--- config.mk ---
export PLATFORM = sky130hd
export DESIGN_NAME = bm_dma_regwin
export DESIGN_NICKNAME = d
export VERILOG_FILES = /design/src/rtl/bm_dma_pkg.sv /design/src/rtl/bm_dma_ctrl.sv /design/src/rtl/bm_dma_datapath.sv /design/src/rtl/bm_dma_regwin.sv
export SDC_FILE = /design/constraint.sdc
export NUM_CORES = 1
export LEC_CHECK = 0
export BUFFER_PORTS_ARGS = -buffer_cell sky130_fd_sc_hd__buf_4
export CORE_MARGIN = 4
export CORE_UTILIZATION = 40
export CTS_BUF_LIST = sky130_fd_sc_hd__clkbuf_4
export CTS_CLUSTER_DIAMETER = 80
export DETAILED_ROUTE_END_ITERATION = 8
export HOLD_SLACK_MARGIN = 0.08
export MAX_ROUTING_LAYER = met4
export PLACE_DENSITY = 0.58
export SYNTH_ARGS = -nofsm -noshare
export SYNTH_HDL_FRONTEND = slang
export SYNTH_HIERARCHICAL = 1
export SYNTH_SLANG_ARGS = --single-unit
--- constraint.sdc ---
create_clock -name clk -period 3.4 [get_ports clk]
set_clock_uncertainty 0.05 [all_clocks]
set_input_delay 0.85 -clock clk [delete_from_list [all_inputs] [get_ports clk]]
set_output_delay 0.85 -clock clk [all_outputs]
set_load 0.05 [all_outputs]
--- src/rtl/bm_dma_pkg.sv ---
package bm_dma_pkg;
  localparam int BUS_W = 32;
  localparam int BYTE_W = 8;
  localparam int LANES = BUS_W / BYTE_W;

  typedef enum logic [2:0] {
    RD_NONE, RD_CMD, RD_MODE, RD_STAT, RD_TIM, RD_PTR, RD_ONES
  } rdKind_e;

  typedef struct packed {
    logic             chan;
    logic             cmdWr;
    logic             modeWr;
    logic             statWr;
    logic             timWr;
    logic [LANES-1:0] ptrBe;
    logic [1:0]       ptrShift;
    rdKind_e          rdKind;
    logic [BUS_W-1:0] sizeMask;
  } strobe_t;
endpackage

--- src/rtl/bm_dma_ctrl.sv ---
module bm_dma_ctrl
  import bm_dma_pkg::*;
#(
  parameter int SLICE_W = 3,
  localparam int ADDR_W = SLICE_W + 1
) (
  input  logic              clk,
  input  logic              rstN,
  input  logic [ADDR_W-1:0] busAddr,
  input  logic              busRd,
  input  logic              busWr,
  input  logic [1:0]        busSize,
  output strobe_t           strb
);
  logic [SLICE_W-1:0] off;
  logic               lowHalf;
  logic [1:0]         ptrOff;
  logic               ptrOk;
  logic               lowOk;

  assign off     = busAddr[SLICE_W-1:0];
  assign lowHalf = !off[SLICE_W-1];
  assign ptrOff  = off[1:0];
  assign lowOk   = (busSize == 2'd0);

  always_comb begin
    unique case (busSize)
      2'd0:    ptrOk = 1'b1;
      2'd1:    ptrOk = !ptrOff[0];
      default: ptrOk = (ptrOff == 2'd0);
    endcase
  end

  always_comb begin
    strb = '0;
    strb.chan = busAddr[ADDR_W-1];
    strb.ptrShift = ptrOff;
    strb.rdKind = RD_NONE;
    unique case (busSize)
      2'd0:    strb.sizeMask = 32'h0000_00FF;
      2'd1:    strb.sizeMask = 32'h0000_FFFF;
      default: strb.sizeMask = 32'hFFFF_FFFF;
    endcase
    if (lowHalf) begin
      if (busWr && lowOk) begin
        strb.cmdWr  = (ptrOff == 2'd0);
        strb.modeWr = (ptrOff == 2'd1);
        strb.statWr = (ptrOff == 2'd2);
        strb.timWr  = (ptrOff == 2'd3);
      end
      if (busRd) begin
        if (!lowOk) strb.rdKind = RD_ONES;
        else begin
          unique case (ptrOff)
            2'd0:    strb.rdKind = RD_CMD;
            2'd1:    strb.rdKind = RD_MODE;
            2'd2:    strb.rdKind = RD_STAT;
            default: strb.rdKind = RD_TIM;
          endcase
        end
      end
    end else begin
      if (busWr && ptrOk) begin
        unique case (busSize)
          2'd0:    strb.ptrBe = 4'b0001 << ptrOff;
          2'd1:    strb.ptrBe = 4'b0011 << ptrOff;
          default: strb.ptrBe = 4'b1111;
        endcase
      end
      if (busRd) strb.rdKind = ptrOk ? RD_PTR : RD_ONES;
    end
  end

  // At most one byte-register write strobe per cycle (R8 decode)
  assert_one_low_write_R8: assert property (@(posedge clk) disable iff (!rstN)
    $onehot0({strb.cmdWr, strb.modeWr, strb.statWr, strb.timWr, |strb.ptrBe}));
  // Wrong-size access to bytes 0..3 never writes
  assert_size_block_R8: assert property (@(posedge clk) disable iff (!rstN)
    (busSize != 2'd0 && !busAddr[SLICE_W-1]) |-> !(strb.cmdWr || strb.modeWr || strb.statWr || strb.timWr));
endmodule

--- src/rtl/bm_dma_datapath.sv ---
module bm_dma_datapath
  import bm_dma_pkg::*;
#(
  parameter int NUM_CH = 2
) (
  input  logic              clk,
  input  logic              rstN,
  input  strobe_t           strb,
  input  logic [BUS_W-1:0]  busWdata,
  output logic [BUS_W-1:0]  busRdata,
  input  logic [NUM_CH-1:0] pendIn,
  input  logic [NUM_CH-1:0] dmaActive,
  input  logic [NUM_CH-1:0] errPulse,
  input  logic [NUM_CH-1:0] irqPulse,
  output logic [NUM_CH-1:0] maskOut,
  output logic              recalcReq,
  output logic [NUM_CH-1:0] startOut,
  output logic [NUM_CH-1:0] dirOut
);
  logic [BYTE_W-1:0] wByte;
  logic [BUS_W-1:0]  wShifted;
  logic [NUM_CH-1:0] maskReg;
  logic [NUM_CH-1:0] cmdStart, cmdDir, statErr, statIrq;
  logic [1:0]        statKeep [NUM_CH];
  logic [BYTE_W-1:0] timReg   [NUM_CH];
  logic [BUS_W-1:0]  ptrReg   [NUM_CH];

  assign wByte    = busWdata[BYTE_W-1:0];
  assign wShifted = busWdata << (BYTE_W * strb.ptrShift);

  always_ff @(posedge clk) begin
    if (!rstN) begin
      maskReg   <= '0;
      recalcReq <= 1'b0;
    end else begin
      recalcReq <= strb.modeWr;
      if (strb.modeWr) maskReg <= wByte[5:4];
    end
  end

  for (genvar c = 0; c < NUM_CH; c++) begin : g_ch
    logic sel;
    assign sel = (strb.chan == c[0]);

    always_ff @(posedge clk) begin
      if (!rstN) begin
        cmdStart[c] <= 1'b0;
        cmdDir[c]   <= 1'b0;
        statErr[c]  <= 1'b0;
        statIrq[c]  <= 1'b0;
        statKeep[c] <= '0;
        timReg[c]   <= '0;
        ptrReg[c]   <= '0;
      end else begin
        if (strb.cmdWr && sel) begin
          cmdStart[c] <= wByte[0];
          cmdDir[c]   <= wByte[3];
        end
        if (strb.statWr && sel) statKeep[c] <= wByte[6:5];
        if (errPulse[c]) statErr[c] <= 1'b1;
        else if (strb.statWr && sel && wByte[1]) statErr[c] <= 1'b0;
        if (irqPulse[c]) statIrq[c] <= 1'b1;
        else if (strb.statWr && sel && wByte[2]) statIrq[c] <= 1'b0;
        if (strb.timWr && sel) timReg[c] <= wByte;
        for (int l = 0; l < LANES; l++) begin
          if (strb.ptrBe[l] && sel) ptrReg[c][l*BYTE_W +: BYTE_W] <= wShifted[l*BYTE_W +: BYTE_W];
        end
        if (sel && strb.ptrBe[0]) ptrReg[c][1:0] <= 2'b00;
      end
    end

    // Set beats a same-cycle clear
    assert_set_wins_R6: assert property (@(posedge clk) disable iff (!rstN)
      irqPulse[c] |=> statIrq[c]);
    assert_err_set_R6: assert property (@(posedge clk) disable iff (!rstN)
      errPulse[c] |=> statErr[c]);
    // Pointer only moves on a pointer write to this channel
    assert_ptr_hold_R9: assert property (@(posedge clk) disable iff (!rstN)
      !(sel && |strb.ptrBe) |=> $stable(ptrReg[c]));
    // Control bits only move on a control write
    assert_cmd_hold_R2: assert property (@(posedge clk) disable iff (!rstN)
      !(sel && strb.cmdWr) |=> ($stable(cmdStart[c]) && $stable(cmdDir[c])));
  end

  assign maskOut  = maskReg;
  assign startOut = cmdStart;
  assign dirOut   = cmdDir;

  always_comb begin
    logic [BUS_W-1:0] ptrSel;
    ptrSel = ptrReg[strb.chan];
    busRdata = '0;
    unique case (strb.rdKind)
      RD_CMD:  busRdata[7:0] = {4'b0, cmdDir[strb.chan], 2'b0, cmdStart[strb.chan]};
      RD_MODE: busRdata[7:0] = {2'b0, maskReg, pendIn, 2'b0};
      RD_STAT: busRdata[7:0] = {1'b0, statKeep[strb.chan], 2'b0, statIrq[strb.chan],
                                statErr[strb.chan], dmaActive[strb.chan]};
      RD_TIM:  busRdata[7:0] = timReg[strb.chan];
      RD_PTR:  busRdata = (ptrSel >> (BYTE_W * strb.ptrShift)) & strb.sizeMask;
      RD_ONES: busRdata = strb.sizeMask;
      default: busRdata = '0;
    endcase
  end

  // Recompute request follows a mode write by exactly one cycle
  assert_recalc_pulse_R4: assert property (@(posedge clk) disable iff (!rstN)
    strb.modeWr |=> recalcReq);
  assert_recalc_only_R4: assert property (@(posedge clk) disable iff (!rstN)
    !strb.modeWr |=> !recalcReq);
  // Mask bits only change on a mode write
  assert_mask_hold_R3: assert property (@(posedge clk) disable iff (!rstN)
    !strb.modeWr |=> $stable(maskReg));
endmodule

--- src/rtl/bm_dma_regwin.sv ---
module bm_dma_regwin
  import bm_dma_pkg::*;
#(
  parameter int NUM_CH  = 2,
  parameter int SLICE_W = 3
) (
  input  logic               clk,
  input  logic               rstN,
  input  logic [SLICE_W:0]   busAddr,
  input  logic               busRd,
  input  logic               busWr,
  input  logic [1:0]         busSize,
  input  logic [BUS_W-1:0]   busWdata,
  output logic [BUS_W-1:0]   busRdata,
  input  logic [NUM_CH-1:0]  pendIn,
  input  logic [NUM_CH-1:0]  dmaActive,
  input  logic [NUM_CH-1:0]  errPulse,
  input  logic [NUM_CH-1:0]  irqPulse,
  output logic [NUM_CH-1:0]  maskOut,
  output logic               recalcReq,
  output logic [NUM_CH-1:0]  startOut,
  output logic [NUM_CH-1:0]  dirOut
);
  strobe_t strb;

  bm_dma_ctrl #(.SLICE_W(SLICE_W)) u_ctrl (
    .clk(clk), .rstN(rstN), .busAddr(busAddr), .busRd(busRd),
    .busWr(busWr), .busSize(busSize), .strb(strb)
  );

  bm_dma_datapath #(.NUM_CH(NUM_CH)) u_dp (
    .clk(clk), .rstN(rstN), .strb(strb), .busWdata(busWdata),
    .busRdata(busRdata), .pendIn(pendIn), .dmaActive(dmaActive),
    .errPulse(errPulse), .irqPulse(irqPulse), .maskOut(maskOut),
    .recalcReq(recalcReq), .startOut(startOut), .dirOut(dirOut)
  );
endmodule

==> results.py <==
metrics = {
    "layout": {
        "stdcell_area_um2": 8190,
        "final_common_cell": "buf_4",
        "layout_common_cells": "buf_4 (133), edfxtp_1 (80), nor2_1 (48)",
        "fill_cells": 1277,
        "areaGrowthSynthToFinish_pct": 38.3,
        "final_net_count": 755,
        "n_antenna_cell": 0,
        "drive_above_1_share_pct": 46.0,
    },
    "synthesis": {
        "ys_types": 47,
        "synth_top_area_cell": "edfxtp_1",
        "synth_top_area_share_pct": 40.6,
        "ys_seq_elements": 91,
        "synth_warnings": 6,
        "netlist_instances": 564,
        "syn_area_um2": 5920,
        "synth_edf_count": 80,
        "synthArstFlopShare_pct": 0,
        "yosysSeqAreaShare_pct": 44.3,
        "ys_top_cells_by_area": "edfxtp_1 (41%), mux2i_1 (7.6%), mux4_2 (7.2%)",
        "ys.flop_type": "edfxtp_1",
        "syn_avg_cell_area_um2": 10.5,
    },
    "clocking": {
        "cts_inserted_buffers": 9,
        "cts-root-buf": "clkbuf_4",
        "clkTransAtPathRegs_ps": 140,
        "clk-insertion-delay-late_ps": 450,
        "cts_num_sinks": 91,
        "clk_path_buf_depth": 2,
        "cts.htree.levels": 3,
        "cts_tree": "built",
    },
    "sta": {
        "rsz0062_at_grt": "true",
        "period_minus_slack_ps": 3580,
        "final_max_slew_viol_count": 0,
        "period_share_pct": 105,
        "setup_viol": 32,
        "hold_viol": 0,
        "maxSlewHeadroom_pct": 57.5,
        "worstMarginPinSlew_ps": 630,
        "setup_ws_ps": -183,
        "setup_tns_ps": -4520,
        "fin_hold_ws_ps": 470,
        "max_clock_freq_mhz": 279,
    },
    "global_routing": {
        "grt_pass1_vias": 4698,
        "grt.overflow.total": 0,
        "grt_max_degree": 32,
        "grt_usage_pct": 21.7,
        "grt_antenna_before_repair": 0,
        "grt_first_pass_wirelength_mm": 27.0,
    },
    "route": {
        "wire_per_inst_um": 19.5,
        "drt-initial-drc-count": 303,
        "vias_per_cell": 5.32,
        "vias": 4727,
        "post-route-drc-count": 0,
        "drtAntennaViolNets": 0,
        "drt_wl_total_mm": 17.4,
        "first_pass_iters": 5,
    },
    "status": {
        "violations": "negative setup slack",
        "status": "complete, but fails checks",
    },
    "floorplanning": {
        "ios": 89,
        "die_y_um": 130,
        "fp.dieW_um": 130,
        "core_um2": 14500,
        "rows": 44,
        "die_area_um2": 16800,
        "initial_core_util_pct": 40.7,
    },
    "hold_path": {
        "hold_path.class": "flop to flop",
    },
    "worst_setup_path": {
        "path_class": "input pin to output pin",
        "cp.required_ps": 2500,
        "cp_max_fo": 5,
        "crit_arrival_ps": 2680,
        "worst_setup_path_end_kind": "output pin",
        "worst_setup_path_start_kind": "input pin",
    },
    "place": {
        "io_buffers": 88,
        "place_ws_ps": -390,
        "dp_hpwl_mm": 13.0,
        "place.gp.congestion": 0.825,
        "postPlaceCellArea_um2": 7290,
    },
    "power": {
        "p_leak_nw": 3.32,
        "power_density_nw_per_um2": 341,
        "power_mw": 2.79,
        "ir_worst_vdd_mv": 0.219,
    },
    "job": {
        "drv_cap": 0,
    },
}
## registers in the layout, indices dropped and copies added, names as in the netlist
signal          cells
u_dp/recalcReq      1
u_dp/statKeep       4
u_dp/timReg        16
u_dp/statIrq        2
u_dp/maskOut        2
u_dp/startOut       2
u_dp/statErr        2
u_dp/ptrReg        60
u_dp/dirOut         2
## metrics by stage
step           utilization [%]  instances
2_1_floorplan                -        571
3_3_place_gp              50.2        856
3_5_place_dp              50.2        856
4_1_cts                   55.3        884
5_1_grt                   56.3        889
6_report                  56.3        889
## worst paths after layout
path                                      start                            end  slack, ps  cells after the start
setup / recovery                     busSize[1]                    busRdata[2]       -180                     11
hold / removal      u_dp/dirOut[1]$_SDFFE_PN0P_    u_dp/dirOut[1]$_SDFFE_PN0P_        470                      2
setup reg to reg  u_dp/startOut[1]$_SDFFE_PN0P_  u_dp/startOut[1]$_SDFFE_PN0P_       2660                      2
hold reg to reg     u_dp/dirOut[1]$_SDFFE_PN0P_    u_dp/dirOut[1]$_SDFFE_PN0P_        470                      2
## cell usage after synthesis (2+ instances only)
cell      count
nand2b_1      6
and3_1       22
buf_6         3
o221ai_1      9
a31oi_1       3
a21oi_1      16
o41ai_1       3
mux4_2       19
nand3_1       8
a32oi_1       2
mux2i_1      45
inv_1        16
nor2b_1      23
nor2_1       51
nor3b_1       5
o21ai_1       2
clkbuf_1     13
mux2_2       19
buf_1         5
a21boi_0     10
o21ai_0      30
buf_4        38
edfxtp_1     80
nand2_1      54
ha_1          5
dfxtp_1      11
and2_1       30
and4_1        3
buf_2         9
o22ai_1       2
a211oi_1      2
nand3b_1      5
## critical path, stage by stage
cell and delay [ps]:
buf_4 130, buf_4 150, or2_1 220, o31a_1 330, buf_4 170, nor3b_4 150, buf_6 120, buf_4 130
a32oi_2 190, o21ai_4 80, buf_6 160
## metal layers
metal	up-vias	global-route usage (%)	wire length (µm)
met5	-	-	0
met4	0	4.65	235
met3	14	3.01	828
met2	133	35.1	8730
met1	2298	29.4	7580
li1	2282	-	-
## area by class of cell
| class | instances | area, µm² | share of cell area (%) |
|---|---|---|---|
| Clock buffer | 9 | 67.6 | 0.825 |
| Clock inverter | 7 | 101 | 1.24 |
| Inverter | 16 | 70.1 | 0.856 |
| Multi-Input combinational cell | 397 | 3380 | 41.3 |
| Sequential cell | 91 | 2620 | 32.0 |
| Tap cell | 184 | 230 | 2.81 |
| Timing Repair Buffer | 185 | 1710 | 20.9 |
## what timing repair did
| action | in CTS | in global routing |
|---|---|---|
| hold buffers | 0 | 0 |
| pin swaps | 29 | 18 |
| buffers inserted | 9 | 5 |
| cloned | 3 | 0 |
| endpoints found under the setup margin | 32 | 32 |
| resized for setup | 124 | 24 |
## cell families (layout without fill, tap and decap cells)
logic type / Yosys count / after routing / synth area share (%)
other cells: 1 / 8 / 0.0633
mux: 83 / 83 / 18.4
flops: 91 / 91 / 44.3
buf+inv: 84 / 217 / 8.31
compound gates: 85 / 85 / 9.02
fa+ha+maj: 5 / 5 / 1.06
simple gates: 214 / 215 / 18.7
xor+xnor: 1 / 1 / 0.148
## power breakdown
part           total [mW]  internal, mW  switching, mW
Sequential           1.30          1.27         0.0286
Combinational       0.786         0.371          0.414
Clock               0.707         0.305          0.402
Note: power is estimated with default switching activity, not from simulation.
